<file path="src/rtl/kfp_pkg.sv">
package kfp_pkg;
  localparam int EXP_W  = 8;
  localparam int FRAC_W = 23;
  localparam int DATA_W = 1 + EXP_W + FRAC_W;
  localparam int MANT_W = FRAC_W + 1;
  localparam int NLANE  = 3;
  localparam int LANE_W = MANT_W / NLANE;
  localparam int PROD_W = 2 * MANT_W;
  localparam int EW     = EXP_W + 3;   // signed working exponent
  localparam int BIAS   = (1 << (EXP_W - 1)) - 1;
  localparam int EXP_MAX = (1 << EXP_W) - 1;

  typedef enum logic [1:0] {CLS_NUM, CLS_ZERO, CLS_INF, CLS_NAN} cls_e;

  typedef struct packed {
    logic                 sign;
    logic signed [EW-1:0] exp;
    cls_e                 cls;
  } side_t;

  localparam int SIDE_W = $bits(side_t);

  localparam logic [DATA_W-1:0] QNAN =
    {1'b0, {EXP_W{1'b1}}, 1'b1, {(FRAC_W-1){1'b0}}};
endpackage

</file>
<file path="src/rtl/kfp_unpack.sv">
module kfp_unpack
  import kfp_pkg::*;
(
  input  logic              clk,
  input  logic              rst,
  input  logic              in_valid,
  input  logic [DATA_W-1:0] in_a,
  input  logic [DATA_W-1:0] in_b,
  output logic              out_v,
  output side_t             out_side,
  output logic [MANT_W-1:0] out_ma,
  output logic [MANT_W-1:0] out_mb
);
  logic [EXP_W-1:0]  ea, eb;
  logic [FRAC_W-1:0] fa, fb;
  logic za, zb, ia, ib, na, nb;
  side_t side_c;

  always_comb begin
    ea = in_a[DATA_W-2 -: EXP_W];
    eb = in_b[DATA_W-2 -: EXP_W];
    fa = in_a[FRAC_W-1:0];
    fb = in_b[FRAC_W-1:0];
    za = (ea == '0);
    zb = (eb == '0);
    ia = (ea == EXP_W'(EXP_MAX)) && (fa == '0);
    ib = (eb == EXP_W'(EXP_MAX)) && (fb == '0);
    na = (ea == EXP_W'(EXP_MAX)) && (fa != '0);
    nb = (eb == EXP_W'(EXP_MAX)) && (fb != '0);
    side_c.sign = in_a[DATA_W-1] ^ in_b[DATA_W-1];
    side_c.exp  = EW'(ea) + EW'(eb) - EW'(BIAS);
    if (na || nb || (za && ib) || (ia && zb)) side_c.cls = CLS_NAN;
    else if (ia || ib)                        side_c.cls = CLS_INF;
    else if (za || zb)                        side_c.cls = CLS_ZERO;
    else                                      side_c.cls = CLS_NUM;
  end

  always_ff @(posedge clk) begin
    if (rst) out_v <= 1'b0;
    else     out_v <= in_valid;
    out_side <= side_c;
    out_ma   <= {1'b1, fa};
    out_mb   <= {1'b1, fb};
  end
endmodule

</file>
<file path="src/rtl/kfp_kara.sv">
module kfp_kara
  import kfp_pkg::*;
#(
  parameter int unsigned SB_W = 1
) (
  input  logic              clk,
  input  logic              rst,
  input  logic              in_v,
  input  logic [MANT_W-1:0] xa,
  input  logic [MANT_W-1:0] xb,
  input  logic [SB_W-1:0]   in_sb,
  output logic              out_v,
  output logic [PROD_W-1:0] prod,
  output logic [SB_W-1:0]   out_sb
);
  localparam int LW  = LANE_W;
  localparam int SW  = LW + 1;
  localparam int DW  = 2 * LW;
  localparam int QW  = 2 * SW;
  localparam int STG = 4;

  // pair k combines lanes lo_of(k) and hi_of(k): (0,1) (0,2) (1,2)
  function automatic int lo_of(input int k);
    return (k == 2) ? 1 : 0;
  endfunction
  function automatic int hi_of(input int k);
    return (k == 0) ? 1 : 2;
  endfunction

  logic [LW-1:0] la [NLANE];
  logic [LW-1:0] lb [NLANE];
  logic [LW-1:0] r_la [NLANE];
  logic [LW-1:0] r_lb [NLANE];
  logic [SW-1:0] r_sa [NLANE];
  logic [SW-1:0] r_sb [NLANE];
  logic [DW-1:0] dp [NLANE];
  logic [QW-1:0] qp [NLANE];
  logic [DW-1:0] dd [NLANE];
  logic [QW-1:0] cx [NLANE];
  logic [STG-1:0] vp;
  logic [SB_W-1:0] sbp [STG];

  for (genvar g = 0; g < NLANE; g++) begin : g_lane
    assign la[g] = xa[g*LW +: LW];
    assign lb[g] = xb[g*LW +: LW];
  end

  // stage 1: lanes and lane-pair sums
  always_ff @(posedge clk) begin
    for (int k = 0; k < NLANE; k++) begin
      r_la[k] <= la[k];
      r_lb[k] <= lb[k];
      r_sa[k] <= SW'(la[lo_of(k)]) + SW'(la[hi_of(k)]);
      r_sb[k] <= SW'(lb[lo_of(k)]) + SW'(lb[hi_of(k)]);
    end
  end

  // stage 2: six narrow products
  always_ff @(posedge clk) begin
    for (int k = 0; k < NLANE; k++) begin
      dp[k] <= DW'(r_la[k]) * DW'(r_lb[k]);
      qp[k] <= QW'(r_sa[k]) * QW'(r_sb[k]);
    end
  end

  // stage 3: cross terms by subtraction
  always_ff @(posedge clk) begin
    for (int k = 0; k < NLANE; k++) begin
      dd[k] <= dp[k];
      cx[k] <= qp[k] - QW'(dp[lo_of(k)]) - QW'(dp[hi_of(k)]);
    end
  end

  // stage 4: weighted recombination
  always_ff @(posedge clk) begin
    prod <= (PROD_W'(dd[2]) << (4*LW))
          + (PROD_W'(cx[2]) << (3*LW))
          + ((PROD_W'(cx[1]) + PROD_W'(dd[1])) << (2*LW))
          + (PROD_W'(cx[0]) << LW)
          + PROD_W'(dd[0]);
  end

  always_ff @(posedge clk) begin
    if (rst) vp <= '0;
    else     vp <= {vp[STG-2:0], in_v};
    sbp[0] <= in_sb;
    for (int s = 1; s < STG; s++) sbp[s] <= sbp[s-1];
  end

  assign out_v  = vp[STG-1];
  assign out_sb = sbp[STG-1];

  // split-and-recombine equals the direct product of the inputs
  p_kara_exact_r3: assert property (@(posedge clk) disable iff (rst)
    out_v |-> prod == (PROD_W'($past(xa, 4)) * PROD_W'($past(xb, 4))));
endmodule

</file>
<file path="src/rtl/kfp_pack.sv">
module kfp_pack
  import kfp_pkg::*;
(
  input  logic              clk,
  input  logic              rst,
  input  logic              in_v,
  input  logic [PROD_W-1:0] prod,
  input  side_t             side,
  output logic              out_valid,
  output logic [DATA_W-1:0] out_res
);
  localparam logic signed [EW-1:0] EXP_TOP = EW'(EXP_MAX);

  logic                 n_v, n_sign;
  cls_e                 n_cls;
  logic signed [EW-1:0] n_exp;
  logic [FRAC_W-1:0]    n_frac;
  logic                 p_v;
  logic [DATA_W-1:0]    p_res;
  logic                 hi;

  assign hi = prod[PROD_W-1];

  // normalise
  always_ff @(posedge clk) begin
    if (rst) n_v <= 1'b0;
    else     n_v <= in_v;
    n_sign <= side.sign;
    n_cls  <= side.cls;
    n_exp  <= side.exp + (hi ? EW'(1) : EW'(0));
    n_frac <= hi ? prod[PROD_W-2 -: FRAC_W] : prod[PROD_W-3 -: FRAC_W];
  end

  // classify range and pack
  always_ff @(posedge clk) begin
    if (rst) p_v <= 1'b0;
    else     p_v <= n_v;
    unique case (n_cls)
      CLS_NAN:  p_res <= QNAN;
      CLS_INF:  p_res <= {n_sign, {EXP_W{1'b1}}, {FRAC_W{1'b0}}};
      CLS_ZERO: p_res <= {n_sign, {(DATA_W-1){1'b0}}};
      default: begin
        if (n_exp >= EXP_TOP)
          p_res <= {n_sign, {EXP_W{1'b1}}, {FRAC_W{1'b0}}};
        else if (n_exp <= 0)
          p_res <= {n_sign, {(DATA_W-1){1'b0}}};
        else
          p_res <= {n_sign, n_exp[EXP_W-1:0], n_frac};
      end
    endcase
  end

  // registered output
  always_ff @(posedge clk) begin
    if (rst) out_valid <= 1'b0;
    else     out_valid <= p_v;
    out_res <= p_res;
  end

  p_ovf_inf_r7: assert property (@(posedge clk) disable iff (rst)
    (n_v && n_cls == CLS_NUM && n_exp >= EXP_TOP)
      |=> p_res[DATA_W-2:0] == {{EXP_W{1'b1}}, {FRAC_W{1'b0}}});

  p_udf_zero_r8: assert property (@(posedge clk) disable iff (rst)
    (n_v && n_cls == CLS_NUM && n_exp <= 0)
      |=> p_res[DATA_W-2:0] == '0);

  p_nan_r6: assert property (@(posedge clk) disable iff (rst)
    (n_v && n_cls == CLS_NAN) |=> p_res == QNAN);

  p_fwd_r9: assert property (@(posedge clk) disable iff (rst)
    p_v |=> out_valid && $stable(out_res) == 1'b0 || out_res == $past(p_res));
endmodule

</file>
<file path="src/rtl/kfp_mul.sv">
module kfp_mul
  import kfp_pkg::*;
(
  input  logic              clk,
  input  logic              rst,
  input  logic              in_valid,
  input  logic [DATA_W-1:0] in_a,
  input  logic [DATA_W-1:0] in_b,
  output logic              out_valid,
  output logic [DATA_W-1:0] out_res
);
  localparam int LAT = 8;

  logic              u_v, k_v;
  side_t             u_side, k_side;
  logic [MANT_W-1:0] u_ma, u_mb;
  logic [PROD_W-1:0] k_prod;
  logic [SIDE_W-1:0] k_sb;

  kfp_unpack u_unpack (
    .clk(clk), .rst(rst), .in_valid(in_valid), .in_a(in_a), .in_b(in_b),
    .out_v(u_v), .out_side(u_side), .out_ma(u_ma), .out_mb(u_mb)
  );

  kfp_kara #(.SB_W(SIDE_W)) u_kara (
    .clk(clk), .rst(rst), .in_v(u_v), .xa(u_ma), .xb(u_mb),
    .in_sb(u_side), .out_v(k_v), .prod(k_prod), .out_sb(k_sb)
  );

  assign k_side = side_t'(k_sb);

  kfp_pack u_pack (
    .clk(clk), .rst(rst), .in_v(k_v), .prod(k_prod), .side(k_side),
    .out_valid(out_valid), .out_res(out_res)
  );

  // cycles since reset, for the latency check window
  logic [3:0] warm;
  logic       rst_q;
  always_ff @(posedge clk) begin
    rst_q <= rst;
    if (rst)             warm <= '0;
    else if (warm < LAT) warm <= warm + 4'd1;
  end

  p_lat_r9: assert property (@(posedge clk) disable iff (rst)
    (warm == 4'(LAT)) |-> out_valid == $past(in_valid, 8));

  p_rst_clr_r10: assert property (@(posedge clk)
    rst_q |-> !out_valid);
endmodule

</file>
<file path="config.mk">
export PLATFORM = sky130hd
export DESIGN_NAME = kfp_mul
export DESIGN_NICKNAME = d
export VERILOG_FILES = /design/src/rtl/kfp_pkg.sv /design/src/rtl/kfp_unpack.sv /design/src/rtl/kfp_kara.sv /design/src/rtl/kfp_pack.sv /design/src/rtl/kfp_mul.sv
export SDC_FILE = /design/constraint.sdc
export NUM_CORES = 2
export LEC_CHECK = 0
export CORE_ASPECT_RATIO = 1.1
export CORE_MARGIN = 8
export CORE_UTILIZATION = 63
export CTS_CLUSTER_DIAMETER = 100
export DETAILED_ROUTE_END_ITERATION = 10
export HOLD_SLACK_MARGIN = 0.03
export MAX_ROUTING_LAYER = met4
export PLACE_DENSITY = 0.78
export REMOVE_ABC_BUFFERS = 1
export SYNTH_ARGS = -nofsm -noshare
export SYNTH_HDL_FRONTEND = slang
export SYNTH_SLANG_ARGS = --single-unit
export TNS_END_PERCENT = 1
</file>
<file path="constraint.sdc">
create_clock -name clk -period 5.6 [get_ports clk]
set_input_delay 1.12 -clock clk [delete_from_list [all_inputs] [get_ports clk]]
set_output_delay 1.12 -clock clk [all_outputs]
set_load 0.05 [all_outputs]
</file>
After elaboration in Yosys (flattened, before gate mapping)
Memories as Yosys holds them, arrays and structs flattened.
Index checks and enable logic that the tools add are counted.
{"block": "totals", "ff_bits": 217, "ram_bits": 362, "in_bits": 67, "out_inout_bits": 33, "wordCells": 86, "mem_count": 9}
{"block": "classes", "add_sub_neg": 20, "n_mul": 6, "n_lt_le_gt_ge": 2, "eq_ne": 5, "mux": 7, "bitwise_logic": 1, "n_reduce_logical": 18}
{"name": "u_kara.sbp", "words": 4, "width": 14, "read_ports": 4, "rd_clocked_by_memory_dff": 0, "write_ports": 4, "line_no": "kfp_kara.sv:41", "source": "logic [SB_W-1:0] sbp [STG];"}
{"name": "u_kara.cx", "words": 3, "width": 18, "read_ports": 3, "rd_clocked_by_memory_dff": 0, "write_ports": 3, "line_no": "kfp_kara.sv:39", "source": "logic [QW-1:0] cx [NLANE];"}
{"name": "u_kara.qp", "words": 3, "width": 18, "read_ports": 3, "rd_clocked_by_memory_dff": 0, "write_ports": 3, "line_no": "kfp_kara.sv:37", "source": "logic [QW-1:0] qp [NLANE];"}
{"name": "u_kara.dd", "words": 3, "width": 16, "read_ports": 3, "rd_clocked_by_memory_dff": 0, "write_ports": 3, "line_no": "kfp_kara.sv:38", "source": "logic [DW-1:0] dd [NLANE];"}
{"name": "u_kara.dp", "words": 3, "width": 16, "read_ports": 3, "rd_clocked_by_memory_dff": 0, "write_ports": 3, "line_no": "kfp_kara.sv:36", "source": "logic [DW-1:0] dp [NLANE];"}
{"name": "u_kara.r_sa", "words": 3, "width": 9, "read_ports": 3, "rd_clocked_by_memory_dff": 0, "write_ports": 3, "line_no": "kfp_kara.sv:34", "source": "logic [SW-1:0] r_sa [NLANE];"}
{"name": "3 more memories"}
{"operator": "$sub 18x16->18", "n": 6}
{"operator": "$pmux 32 s3", "n": 1}
{"operator": "$add 8x8->9", "n": 7}
{"operator": "$mux 31", "n": 2}
{"operator": "$mul 9x9->18", "n": 3}
{"operator": "$add 48x16->48", "n": 1}
{"operator": "$add 48x26->48", "n": 1}
{"operator": "$add 48x35->48", "n": 1}
{"operator": "$add 48x42->48", "n": 1}
{"operator": "$mul 8x8->16", "n": 3}
{"operator": "$logic_not 23->1", "n": 2}
{"operator": "$reduce_bool 23->1", "n": 2}
{"operator": "$mux 23", "n": 1}
{"operator": "$add 18x16->19", "n": 1}
{"operator": "$eq 8x8->1 const B", "n": 2}
{"operator": "$logic_not 8->1", "n": 2}
{"operator": "$add 11x11->11", "n": 1}
{"operator": "$ge 11x9->1 const B", "n": 1}
{"operator": "$le 11x1->1 const B", "n": 1}
{"operator": "$sub 11x7->11 const B", "n": 1}
{"operator": "$logic_and 1x1->1", "n": 6}
{"operator": "$logic_or 1x1->1", "n": 5}
{"operator": "$eq 2x2->1 const B", "n": 2}
{"operator": "$mux 1", "n": 3}
{"operator": "3 further kinds", "n": 3}

Depth between registers and ports, before layout
{"block": "logic_depth", "depth_word": 6, "ltp_mapped": 23, "depth_no_buf": 23}

By module
Synthesis repeated with hierarchy kept, for this count alone.
{"block": "unflattened", "hier_cells": 3428, "hier_area_um2": 34914.7}
{"module": "kfp_kara", "n_inst": 1, "cells_per_inst": 3069, "area_each_um2": 30087.6, "seq_area_each_um2": 8287.9}
{"module": "kfp_pack", "n_inst": 1, "cells_per_inst": 210, "area_each_um2": 2967.8, "seq_area_each_um2": 2082.0}
{"module": "kfp_unpack", "n_inst": 1, "cells_per_inst": 149, "area_each_um2": 1859.3, "seq_area_each_um2": 1201.2}

Least setup slack after synthesis
OpenSTA, ideal clock, no wires.
{"block": "synth_timing", "path_type": "reg-to-reg", "startpoint": "memory u_kara.r_sa[0][6] (netlist bit)", "endpoint": "memory u_kara.qp[0][16] (netlist bit)", "setup_ns": 0.072, "t_arrival_ns": 4.353, "required_ns": 5.528, "slack_ns": 1.175, "path_stages_with_launch": 20, "n_path_buf": 1, "period_less_slack_ns": 4.425, "cell_sequence": "dfxtp_1 -> clkbuf_1 -> nand2_1 -> fa_1 -> inv_1 -> fa_1 -> ha_1 -> inv_1 -> fa_1 -> inv_1 -> ha_1 -> nor2b_1 -> o21ai_0 -> a21boi_0 -> o21ai_0 -> nand2b_1 -> a21o_1 -> a41o_1 -> o41ai_1 -> xnor2_1"}
{"element": "from (decl)", "line_no": "kfp_kara.sv:34"}
{"element": "to (decl)", "line_no": "kfp_kara.sv:37"}

==> results.txt <==
----------------------------------------------------
[Worst setup path]
  Family with the most delay on the worst path ... compound AO/OA/AOI/OAI gates
  Highest net fanout along the worst path ... 4
  Count of buffer and inverter cells on the critical path ... 0
  Arrival time reported for the critical path endpoint ... 5.39 ns
  Element type at the critical path end ... flop
  CP max-delay cell ... or4_1
  Maximum single-stage delay on the critical path ... 0.54 ns
  Required time reported for the critical path endpoint ... 6.10 ns
  CP Launch Type ... flop
  Kind of critical path ... flop to flop
  Cell-by-cell trace of the critical path ... ha_1 -> fa_1 -> a21o_1 -> a21oi_1 -> nor2b_1 -> o21ai_0 -> a21oi_1 -> a211o_1 -> a31oi_1 -> o21bai_1 -> xor2_1 -> fa_1 -> ha_1 -> nand3_1 -> or4_1 -> o211ai_2 -> and3_4 -> nand3_2 -> xnor2_1

[Floorplanning]
  Die Area ... 0.0600 sq mm
  Starting Density ... 0.633
  Number of cell rows ... 88
  Die Span Y ... about 260 um
  Die Wd ... 234 um
  Number of placed I/O pins ... 100
  Area inside the core boundary ... 0.0522 sq mm

[Synthesis]
  Count of synthesis-stage warnings from yosys ... 0
  Sequential cell area fraction in the yosys report ... 0.331
  #FFs+latches synth ... between 500 and 600
  Flip-flop cell with the highest count after synthesis ... dfxtp_1
  Async set-reset flop share out of synthesis ... 0
  Post-synth cell types ... 70
  Mean area per synthesized cell ... a little over 10 sq um
  Post-synthesis instance area ... about 0.033 sq mm
  Count of flip-flops with a built-in enable after synthesis ... 0
  Post-Syn Instances ... around 3,200

[Finish]
  Layout cells sized above 1 ... 0.0432
  Area added between synthesis and finish ... 10.7%
  Count of filler cells inserted in the layout ... 3,975
  Utilization of the core after routing ... 0.701
  Final nets ... 4,135

[Clock network]
  Clock-pin transition on the worst setup and hold timing paths ... 0.06 ns
  Deepest clock path buffer count ... 3
  H-Tree Level Count ... 2
  Post-cts repair resize count ... 0
  CTS tree ... yes
  CTS buffer count ... 53
  Buffers inserted by post-CTS timing repair ... 0
  Library cell used as clock root buffer ... clkbuf_16
  Num Clock Sinks ... 546
  Hold Buf Count CTS ... 0
  Latest clock arrival within the worst-skew pair ... 0.61 ns

[Timing]
  Least setup slack across all paths after layout ... 0.709 ns
  Maximum achievable frequency ... slightly above 200 MHz
  Summed negative setup slack over all endpoints ... 0 ns
  Slew margin rel. ... 0.209
  Slew at the pin closest to its max-slew limit ... roughly 1.2 ns
  RSZ-0062 raised after global routing ... false
  Min Tclk post-route ... between 4 and 5 ns
  Post-route clock skew ... 0.0137 ns
  Hold WS ... 0.325 ns
  Final setup fails ... 0
  Number of hold violations in the final report ... 0
  Final count of pins violating max slew ... 0
  Crit share post-route ... 0.873

[Route]
  DRC violations left ... 0
  Total Wirelength ... about 74,000 um
  Vias/cell ... 5.40
  Detailed Routing Iterations Pass 1 ... 5
  DR vias ... 21,900
  WL per Instance ... 18.2 um
  DR iter-0 viols ... a little over 1,000
  Residual antenna-violating net count after detailed routing ... 0

[Placed design]
  Setup WS pre-CTS ... ~0.72 ns
  Routability cong. ... 0.959
  Count of buffers inserted at the top-level ports ... 99
  HPWL Detailed ... 61,300 um

[Global routing]
  Combined global-route utilization of all metal layers ... 0.257
  Pin count of the biggest net entering global routing ... 25
  Initial antenna violation count ... 1
  Number of global-route vias before repair ... around 23,000
  Global-route wire length before repair ... ~120,000 um
  Overall overflow remaining after global route ... 0

[Outcome]
  Run status ... finished, final reports clean

[Worst hold path]
  Hold Path Class ... flop to flop

[Flow run]
  Reported max-cap violation count ... 0

----------------------------------------------------
## cells in the mapped netlist (all sizes together), types with 23 or more instances
cell    number  share of area
a21o        40         0.0091
a21oi      118          0.018
and2       237          0.045
clkbuf      39         0.0044
dfxtp      546           0.33
fa         319           0.19
ha         410           0.16
inv        493          0.056
mux2        23         0.0078
nand2      278          0.032
nand3       33         0.0052
nor2       112          0.013
nor2b       28         0.0053
nor3        31         0.0047
o21ai       69          0.011
o21bai      37         0.0084
xnor2      140          0.037
xor2        66          0.017
## placed cells by master (no fill, tap or decap), types with 9 or more instances in the layout
cell type | netlist | routed
dfxtp_1 | 546 | 546
inv_1 | 493 | 493
ha_1 | 410 | 410
fa_1 | 319 | 319
nand2_1 | 278 | 278
and2_1 | 236 | 236
xnor2_1 | 140 | 140
a21oi_1 | 117 | 117
nor2_1 | 112 | 112
clkdlybuf4s50_1 | 0 | 99
xor2_1 | 66 | 66
o21ai_0 | 61 | 61
clkbuf_16 | 0 | 53
a21o_1 | 39 | 39
o21bai_1 | 37 | 37
nand3_1 | 32 | 32
nor3_1 | 31 | 31
nor2b_1 | 28 | 28
mux2_2 | 23 | 23
nand2b_1 | 19 | 19
o21a_1 | 19 | 19
and3_1 | 17 | 17
nor4_1 | 18 | 17
nand4_1 | 14 | 14
a31oi_1 | 13 | 13
a21boi_0 | 12 | 12
or3_1 | 12 | 12
or2_2 | 10 | 10
clkinv_2 | 0 | 10
a211oi_1 | 9 | 9
## state kept, by name (all words and copies together), names as in the netlist, 14 cells and up
signal             cells
u_kara.sbp            56
u_kara.cx             54
u_kara.qp             54
u_kara.dp             48
u_kara.dd             40
u_pack.out_res        32
u_pack.p_res          32
u_kara.r_sa           27
u_kara.r_sb           27
u_kara.prod           25
u_kara.r_la           23
u_kara.r_lb           23
u_pack.n_frac         23
u_unpack.out_ma       23
u_unpack.out_mb       23
u_unpack.out_side     14
## through the flow
step,instances,instance area (sq um)
global route,4057,36600
global placement,3959,34700
detailed placement,3959,34700
CTS,4057,36600
floorplan,3184,32900
finish,4058,36600
## worst reg2reg max path, stage by stage (launching register included)
cell,delay (ns)
dfxtp_1,0.30
ha_1,0.22
fa_1,0.41
a21o_1,0.19
a21oi_1,0.22
nor2b_1,0.07
o21ai_0,0.19
a21oi_1,0.19
a211o_1,0.36
a31oi_1,0.20
o21bai_1,0.13
xor2_1,0.18
fa_1,0.44
ha_1,0.34
nand3_1,0.13
or4_1,0.54
o211ai_2,0.23
and3_4,0.24
nand3_2,0.08
xnor2_1,0.12
## path summary, 6_finish.rpt
kind,start,to,slack (ns),cells past startpoint
max,u_kara.cx[0][18],u_kara.prod[47],0.71,19
min,u_kara.sbp[1][0],u_kara.sbp[2][0],0.32,0
max reg2reg,u_kara.cx[0][18],u_kara.prod[47],0.71,19
min reg2reg,u_kara.sbp[1][0],u_kara.sbp[2][0],0.32,0
## per-layer routing
metal | vias up | track usage | share of wire
li1 | 10500 | - | -
met1 | 10700 | 0.309 | 0.43
met2 | 514 | 0.431 | 0.49
met3 | 149 | 0.0384 | 0.044
met4 | 0 | 0.101 | 0.040
met5 | - | - | 0
## cell families (layout without fill, tap and decap cells)
group | Yosys count | in the layout | share of synthesized area
other | 0 | 1 | 0
AND/OR/NAND/NOR | 817 | 817 | 0.123
flip-flops | 546 | 546 | 0.331
XOR/XNOR | 206 | 206 | 0.0546
buffers and inverters | 533 | 691 | 0.0606
AO/OA/AOI/OAI | 370 | 370 | 0.0740
multiplexers | 23 | 23 | 0.00784
adder cells (fa/ha/maj) | 729 | 729 | 0.349
## layout make-up
type	instances	area, sq um	area share
multi-input cells	2145	20100	0.550
well taps	675	845	0.0231
diodes	1	2.50	0.0000684
inverters	493	1850	0.0506
repair buffers	100	998	0.0273
flip-flops and latches	546	10900	0.299
clock inverters	32	372	0.0102
clock buffers	66	1460	0.0398
Power is left out: the tool's default activity adds up to more than one toggle a clock period on the data nets, which glitch-free logic cannot reach.
